--- config.mk ---
export PLATFORM = sky130hd
export DESIGN_NAME = vrange_scan
export DESIGN_NICKNAME = d
export VERILOG_FILES = /design/src/rtl/vrs_pkg.sv /design/src/rtl/vrs_bound_match.sv /design/src/rtl/vrs_zero_find.sv /design/src/rtl/vrange_scan.sv
export SDC_FILE = /design/constraint.sdc
export NUM_CORES = 2
export LEC_CHECK = 0
export BUFFER_PORTS_ARGS = -buffer_cell sky130_fd_sc_hd__buf_2
export CORE_ASPECT_RATIO = 1.75
export CORE_MARGIN = 3
export CORE_UTILIZATION = 30
export CTS_CLUSTER_DIAMETER = 80
export DETAILED_ROUTE_END_ITERATION = 8
export PLACE_DENSITY_LB_ADDON = 0.05
export RECOVER_POWER = 50
export SYNTH_ARGS = -nofsm -noshare
export SYNTH_HDL_FRONTEND = slang
export SYNTH_SLANG_ARGS = --single-unit
export TNS_END_PERCENT = 5
--- constraint.sdc ---
create_clock -name clk -period 12.41 [get_ports clk]
set_input_delay 1.241 -clock clk [delete_from_list [all_inputs] [get_ports clk]]
set_output_delay 1.241 -clock clk [all_outputs]
set_load 0.03 [all_outputs]
--- src/rtl/vrs_pkg.sv ---
package vrs_pkg;

  typedef enum logic [1:0] {
    ST_IDLE = 2'd0,
    ST_SCAN = 2'd1,
    ST_DONE = 2'd2
  } scan_st_e;

  localparam int unsigned EL_MAX_BITS = 32;

  // acceptance bit positions inside a control byte
  localparam int unsigned CB_EQ = 7;
  localparam int unsigned CB_LT = 6;
  localparam int unsigned CB_GT = 5;

  localparam logic [1:0] CC_ZERO      = 2'd0;
  localparam logic [1:0] CC_HITS      = 2'd1;
  localparam logic [1:0] CC_HIT_FIRST = 2'd2;
  localparam logic [1:0] CC_NONE      = 2'd3;

  function automatic logic [2:0] size_bytes(input logic [1:0] code);
    unique case (code)
      2'd0:    return 3'd1;
      2'd1:    return 3'd2;
      default: return 3'd4;
    endcase
  endfunction

endpackage

--- src/rtl/vrs_bound_match.sv ---
module vrs_bound_match
  import vrs_pkg::*;
#(
  parameter int unsigned VEC_BYTES = 16
) (
  input  logic [EL_MAX_BITS-1:0] elem,
  input  logic [8*VEC_BYTES-1:0] bnd,
  input  logic [8*VEC_BYTES-1:0] ctl,
  input  logic [1:0]             esz,
  output logic                   hit
);
  localparam int unsigned W  = 8 * VEC_BYTES;
  localparam int unsigned NB = VEC_BYTES;
  localparam int unsigned NP = NB / 2;

  logic [NB-1:0] acc;
  logic [NP-1:0] pair_ok;

  for (genvar j = 0; j < NB; j++) begin : g_bnd
    logic [31:0] bv_b, bv_h, bv_w, bv;
    logic [7:0]  cv_b, cv_h, cv_w, cv;
    logic        in_h, in_w, en;

    assign bv_b = {24'd0, bnd[W-1-8*j -: 8]};
    assign cv_b = ctl[W-1-8*j -: 8];

    if (2*j + 2 <= NB) begin : g_h
      assign bv_h = {16'd0, bnd[W-1-16*j -: 16]};
      assign cv_h = ctl[W-1-16*j -: 8];
      assign in_h = 1'b1;
    end else begin : g_nh
      assign bv_h = '0;
      assign cv_h = '0;
      assign in_h = 1'b0;
    end

    if (4*j + 4 <= NB) begin : g_w
      assign bv_w = bnd[W-1-32*j -: 32];
      assign cv_w = ctl[W-1-32*j -: 8];
      assign in_w = 1'b1;
    end else begin : g_nw
      assign bv_w = '0;
      assign cv_w = '0;
      assign in_w = 1'b0;
    end

    always_comb begin
      unique case (esz)
        2'd0: begin bv = bv_b; cv = cv_b; en = 1'b1; end
        2'd1: begin bv = bv_h; cv = cv_h; en = in_h; end
        default: begin bv = bv_w; cv = cv_w; en = in_w; end
      endcase
    end

    assign acc[j] = en & ((elem == bv) ? cv[CB_EQ] :
                          (elem <  bv) ? cv[CB_LT] : cv[CB_GT]);
  end

  for (genvar k = 0; k < NP; k++) begin : g_pair
    assign pair_ok[k] = acc[2*k] & acc[2*k+1];
  end

  assign hit = |pair_ok;

endmodule

--- src/rtl/vrs_zero_find.sv ---
module vrs_zero_find
  import vrs_pkg::*;
#(
  parameter  int unsigned VEC_BYTES = 16,
  localparam int unsigned OFF_W     = $clog2(VEC_BYTES + 1)
) (
  input  logic [8*VEC_BYTES-1:0] vec,
  input  logic [1:0]             esz,
  input  logic                   enable,
  output logic [OFF_W-1:0]       first_zero
);
  localparam int unsigned W  = 8 * VEC_BYTES;
  localparam int unsigned NB = VEC_BYTES;

  logic [NB-1:0] bz, z_h, z_w, zsel;

  for (genvar b = 0; b < NB; b++) begin : g_byte
    assign bz[b] = (vec[W-1-8*b -: 8] == 8'd0);
    if ((b % 2 == 0) && (b + 1 < NB)) begin : g_h
      assign z_h[b] = bz[b] & bz[b+1];
    end else begin : g_nh
      assign z_h[b] = 1'b0;
    end
    if ((b % 4 == 0) && (b + 3 < NB)) begin : g_w
      assign z_w[b] = &bz[b+3:b];
    end else begin : g_nw
      assign z_w[b] = 1'b0;
    end
  end

  always_comb begin
    unique case (esz)
      2'd0:    zsel = bz;
      2'd1:    zsel = z_h;
      default: zsel = z_w;
    endcase
    first_zero = OFF_W'(NB);
    if (enable) begin
      for (int b = NB - 1; b >= 0; b--) begin
        if (zsel[b]) first_zero = OFF_W'(b);
      end
    end
  end

endmodule

--- src/rtl/vrange_scan.sv ---
module vrange_scan
  import vrs_pkg::*;
#(
  parameter int unsigned VEC_BYTES = 16
) (
  input  logic                   clk,
  input  logic                   rst_n,
  input  logic                   in_valid,
  output logic                   in_ready,
  input  logic [8*VEC_BYTES-1:0] in_data,
  input  logic [8*VEC_BYTES-1:0] in_bound,
  input  logic [8*VEC_BYTES-1:0] in_ctrl,
  input  logic [1:0]             in_esz,
  input  logic                   in_invert,
  input  logic                   in_mask_mode,
  input  logic                   in_zero_srch,
  output logic                   out_valid,
  input  logic                   out_ready,
  output logic [8*VEC_BYTES-1:0] out_result,
  output logic [1:0]             out_cc
);
  localparam int unsigned W     = 8 * VEC_BYTES;
  localparam int unsigned HALF  = W / 2;
  localparam int unsigned OFF_W = $clog2(VEC_BYTES + 1);
  localparam logic [OFF_W-1:0] NONE_OFF = OFF_W'(VEC_BYTES);

  scan_st_e         st_q;
  logic [W-1:0]     dat_q, bnd_q, ctl_q, mask_q;
  logic [1:0]       esz_q;
  logic             inv_q, mm_q, zs_q;
  logic [OFF_W-1:0] idx_q, hit_off_q;

  logic [2:0]             s_b;
  logic [5:0]             elem_bits;
  logic [OFF_W-1:0]       cur_byte, zero_off, final_off;
  logic [W-1:0]           dat_sh, elem_ones;
  logic [EL_MAX_BITS-1:0] elem;
  logic                   raw_hit, hit, last_elem, stop_zero;

  assign s_b       = size_bytes(esz_q);
  assign elem_bits = {s_b, 3'b000};
  assign cur_byte  = OFF_W'(idx_q * OFF_W'(s_b));
  assign dat_sh    = dat_q << {cur_byte, 3'b000};
  assign elem      = dat_sh[W-1 -: EL_MAX_BITS] >> (6'd32 - elem_bits);
  assign elem_ones = ({W{1'b1}} ^ ({W{1'b1}} >> elem_bits)) >> {cur_byte, 3'b000};
  assign last_elem = ({1'b0, cur_byte} + {{(OFF_W-2){1'b0}}, s_b}) == (OFF_W+1)'(VEC_BYTES);

  vrs_bound_match #(.VEC_BYTES(VEC_BYTES)) u_match (
    .elem (elem),
    .bnd  (bnd_q),
    .ctl  (ctl_q),
    .esz  (esz_q),
    .hit  (raw_hit)
  );

  vrs_zero_find #(.VEC_BYTES(VEC_BYTES)) u_zero (
    .vec        (dat_q),
    .esz        (esz_q),
    .enable     (zs_q),
    .first_zero (zero_off)
  );

  assign hit       = raw_hit ^ inv_q;
  assign stop_zero = !mm_q && (cur_byte == zero_off);

  always_ff @(posedge clk or negedge rst_n) begin
    if (!rst_n) begin
      st_q      <= ST_IDLE;
      dat_q     <= '0;
      bnd_q     <= '0;
      ctl_q     <= '0;
      mask_q    <= '0;
      esz_q     <= '0;
      inv_q     <= 1'b0;
      mm_q      <= 1'b0;
      zs_q      <= 1'b0;
      idx_q     <= '0;
      hit_off_q <= NONE_OFF;
    end else begin
      unique case (st_q)
        ST_IDLE: begin
          if (in_valid) begin
            dat_q     <= in_data;
            bnd_q     <= in_bound;
            ctl_q     <= in_ctrl;
            esz_q     <= in_esz;
            inv_q     <= in_invert;
            mm_q      <= in_mask_mode;
            zs_q      <= in_zero_srch;
            idx_q     <= '0;
            mask_q    <= '0;
            hit_off_q <= NONE_OFF;
            st_q      <= ST_SCAN;
          end
        end
        ST_SCAN: begin
          if (stop_zero) begin
            st_q <= ST_DONE;
          end else begin
            if (hit) begin
              if (hit_off_q == NONE_OFF) hit_off_q <= cur_byte;
              mask_q <= mask_q | elem_ones;
            end
            if (last_elem || (hit && !mm_q)) st_q <= ST_DONE;
            else idx_q <= idx_q + 1'b1;
          end
        end
        ST_DONE: begin
          if (out_ready) st_q <= ST_IDLE;
        end
        default: st_q <= ST_IDLE;
      endcase
    end
  end

  assign final_off = (hit_off_q < zero_off) ? hit_off_q : zero_off;

  always_comb begin
    if (zero_off == NONE_OFF && hit_off_q == NONE_OFF) out_cc = CC_NONE;
    else if (zero_off == NONE_OFF)                     out_cc = CC_HITS;
    else if (hit_off_q < zero_off)                     out_cc = CC_HIT_FIRST;
    else                                               out_cc = CC_ZERO;
  end

  assign in_ready   = (st_q == ST_IDLE);
  assign out_valid  = (st_q == ST_DONE);
  assign out_result = mm_q ? mask_q
                           : {{(HALF-OFF_W){1'b0}}, final_off, {HALF{1'b0}}};

endmodule

==> out/results.tsv <==
stage	metric	value	unit
finish	antenna fix cells	0	
global_route	first-pass GRT wire length	211000	um
yosys	Post-synth EDFFs	0	
timing	Slew headroom	-4.35	
yosys	Post-synth top flop	dfrtp_1	
drt	antenna viol nets, final	0	
yosys	Yosys warning total	0	
worst_setup_path	CP max FO	38	
clock_tree	clk slew on worst S/H paths	0.07	ns
floorplan	io pins	525	
yosys	ys async rst share	1.00	
drt	# DRC	0	
worst_setup_path	Crit Path Class	flip-flop to flip-flop	
worst_setup_path	critical path startpoint category	flip-flop	
timing	total negative setup slack	0	ns
clock_tree	Clock Path Buffers	3	
global_route	grt total ovfl	0	
timing	Final Hold Fails	0	
timing	setup repair after global routing missed its margin	false	
clock_tree	H-tree Lvls	2	
floorplan	Die ar.	111000	um2
yosys	Seq cells post-synth	449	
timing	fin crit share	0.826	
drt	Routed WL per cell	26.3	um
placed_design	routability cong.	0.942	
clock_tree	Clock Sinks	449	
placed_design	dpl hpwl	113000	um
yosys	Seq/Total Area, Yosys	0.350	
finish	fillcell total	11400	
finish	Core Util, Final	0.354	
floorplan	Row Count	158	
clock_tree	post-cts resize count	0	
clock_tree	hold buffer count at CTS	0	
flow_run	total of max-cap violations	8	
worst_hold_path	Hold Path Class	flip-flop to flip-flop	
timing	clock skew	0.0182	ns
global_route	vias in the first global route	30600	
yosys	post-synth cell types	90	
floorplan	die height	439	um
worst_setup_path	CP max stage cell	nor2_1	
worst_hold_path	min-delay src	mask_q[72]$_DFFE_PN0P_	
finish	Layout area overhead	17.1	%
run_status	violated checks	max-capacitance violations, max-slew violations	
yosys	Synth Instances	3830	
finish	fin nets	4837	
timing	Max Transition Viols Final	578	
drt	Vias	30400	
clock_tree	postcts setup bufs	0	
timing	final setup vio count	0	
clock_tree	Clock Latency Late Sink	0.63	ns
worst_setup_path	critical path arrival	10.81	ns
drt	iteration-0 DRC count of the detailed router	1964	
yosys	post-synth net total	4493	
timing	f_max	0.0976	GHz
clock_tree	TritonCTS Buffers	50	
clock_tree	CTS root buf	clkbuf_16	
worst_setup_path	worst reg2reg path startpoint	esz_q[1]$_DFFE_PN0P_	
yosys	average cell area after synthesis	8.39	um2
floorplan	core area	106000	um2
global_route	largest net degree at the start of global routing	198	
worst_setup_path	CP required	12.97	ns
finish	fraction of layout cells with a size suffix above 1	0.175	
global_route	GRT Overall Usage	0.258	
worst_setup_path	crit-path most repeated cell	buf_4	
worst_setup_path	worst setup path startpoint	esz_q[1]$_DFFE_PN0P_	
timing	minimum clock period	10.25	ns
placed_design	number of port buffers	444	
worst_setup_path	Crit. End Element	flip-flop	
worst_setup_path	CP max stage delay	0.77	ns
yosys	Syn Std Cell Area	32100	um2
drt	final WL	146000	um
timing	actual slew at the worst max-slew pin	8.02	ns
clock_tree	CTS tree	built	
floorplan	overall die width	253	um
global_route	initial antenna violation count	7	
drt	Via density	5.45	
drt	Pre-Repair DR Iteration Count	5	
run_status	status	complete, but fails checks	
floorplan	Starting Density	0.303	
## cell usage after synthesis, types with 59 or more instances
cell         n  area (um2)
dfrtp_1    448       11200
ha_1       266        3330
nand3_1     59         295
nand4_1     63         394
a21oi_1    141         706
mux2i_1    139        1390
nor2_1     116         435
and2_1     151         945
a32o_1      85         851
o21ai_0     95         475
nand2_1   1279        4800
clkbuf_1   168         631
a22o_1      61         534
## placed cells by master, fill, tap and decap left out, types with 8 or more instances in the layout
| cell | synthesis | routed |
|---|---|---|
| buf_2 | 30 | 428 |
| o21ai_0 | 95 | 92 |
| o211ai_1 | 27 | 27 |
| a22o_1 | 61 | 61 |
| ha_1 | 266 | 264 |
| a21oi_1 | 141 | 140 |
| o221ai_1 | 11 | 11 |
| mux2i_1 | 139 | 139 |
| mux2_2 | 46 | 46 |
| o21a_1 | 27 | 27 |
| nand4_1 | 63 | 63 |
| a21o_1 | 53 | 53 |
| nand3_1 | 59 | 59 |
| a221oi_1 | 14 | 14 |
| o22ai_1 | 8 | 8 |
| and3_1 | 16 | 16 |
| buf_4 | 10 | 88 |
| a31oi_1 | 18 | 18 |
| clkbuf_16 | 0 | 50 |
| a211oi_1 | 27 | 27 |
| nor4_1 | 47 | 46 |
| or2_2 | 17 | 17 |
| dfrtp_1 | 448 | 446 |
| and2_0 | 1 | 12 |
| and2_1 | 151 | 139 |
| a22oi_1 | 41 | 41 |
| clkbuf_1 | 168 | 31 |
| a2111oi_0 | 9 | 8 |
| nor2_1 | 116 | 114 |
| mux4_2 | 39 | 39 |
| inv_1 | 31 | 31 |
| nor2b_1 | 33 | 32 |
| nand2b_1 | 24 | 24 |
| a32o_1 | 85 | 85 |
| nor3_1 | 36 | 36 |
| or3_1 | 15 | 15 |
| or4_1 | 11 | 11 |
| nand2_1 | 1279 | 1278 |
## area by class of cell
class | count | area [um2] | area share
multi-input combinational | 3091 | 19800 | 0.525
clock inverter | 28 | 370 | 0.00984
inverter | 36 | 138 | 0.00366
sequential | 449 | 11200 | 0.299
tap | 1360 | 1700 | 0.0452
timing repair buffer | 546 | 3030 | 0.0805
clock buffer | 65 | 1380 | 0.0366
## critical path: cells and delay by family, from the launching register on
| family | cells | cell delay [ns] |
|---|---|---|
| and+or+nand+nor | 10 | 3.43 |
| AOI/OAI and AO/OA | 10 | 2.56 |
| buffers and inverters | 8 | 1.78 |
| adders and majority gates | 4 | 1.57 |
| DFF | 1 | 0.60 |
| xor gates and xnor gates | 1 | 0.16 |
## worst paths after layout
check                           depth (start not counted)                      end  slack [ns]
worst min-delay path                                    1   mask_q[72]$_DFFE_PN0P_        0.48
max in group asynchronous                               3    bnd_q[55]$_DFFE_PN0P_        3.57
worst min register to register                          1   mask_q[72]$_DFFE_PN0P_        0.48
worst max-delay path                                   33  mask_q[120]$_DFFE_PN0P_        2.16
min in group asynchronous                               1    dat_q[31]$_DFFE_PN0P_        2.15
worst max register to register                         33  mask_q[120]$_DFFE_PN0P_        2.16
## through the flow
stage | setup WS (ns) | hold slack (ns) | cells | area (um2)
floorplan | 2.54 | 0.439 | 3830 | 32100
global placement | 2.09 | 0.462 | 5482 | 36000
detailed placement | 2.10 | 0.464 | 5482 | 36000
CTS | 2.06 | 0.481 | 5575 | 37700
global route | 1.06 | 0.493 | 5575 | 37600
finish | 2.16 | 0.481 | 5575 | 37600
## state kept, by name (all words and copies together) (netlist names)
register   count
esz_q          2
ctl_q         48
idx_q          5
dat_q        128
mm_q           1
st_q           2
inv_q          1
mask_q       128
zs_q           1
bnd_q        128
hit_off_q      5
## per-layer routing
layer  global-route usage  wire [um]  vias up
met2                0.483      76800      909
met5                    0          0        -
li1                     -          -    14300
met1                0.282      54000    14900
met4                0.147      10100        0
met3               0.0227       5470      283
## kinds of logic after synthesis
logic type / share of synthesized area
compound gates: 0.154
xor+xnor: 0.00269
fa+ha+maj: 0.107
buf+inv: 0.0385
flops: 0.350
mux: 0.0867
simple gates: 0.261
Power is left out: the tool's default activity adds up to more than one toggle a clock period on the data nets, which glitch-free logic cannot reach.
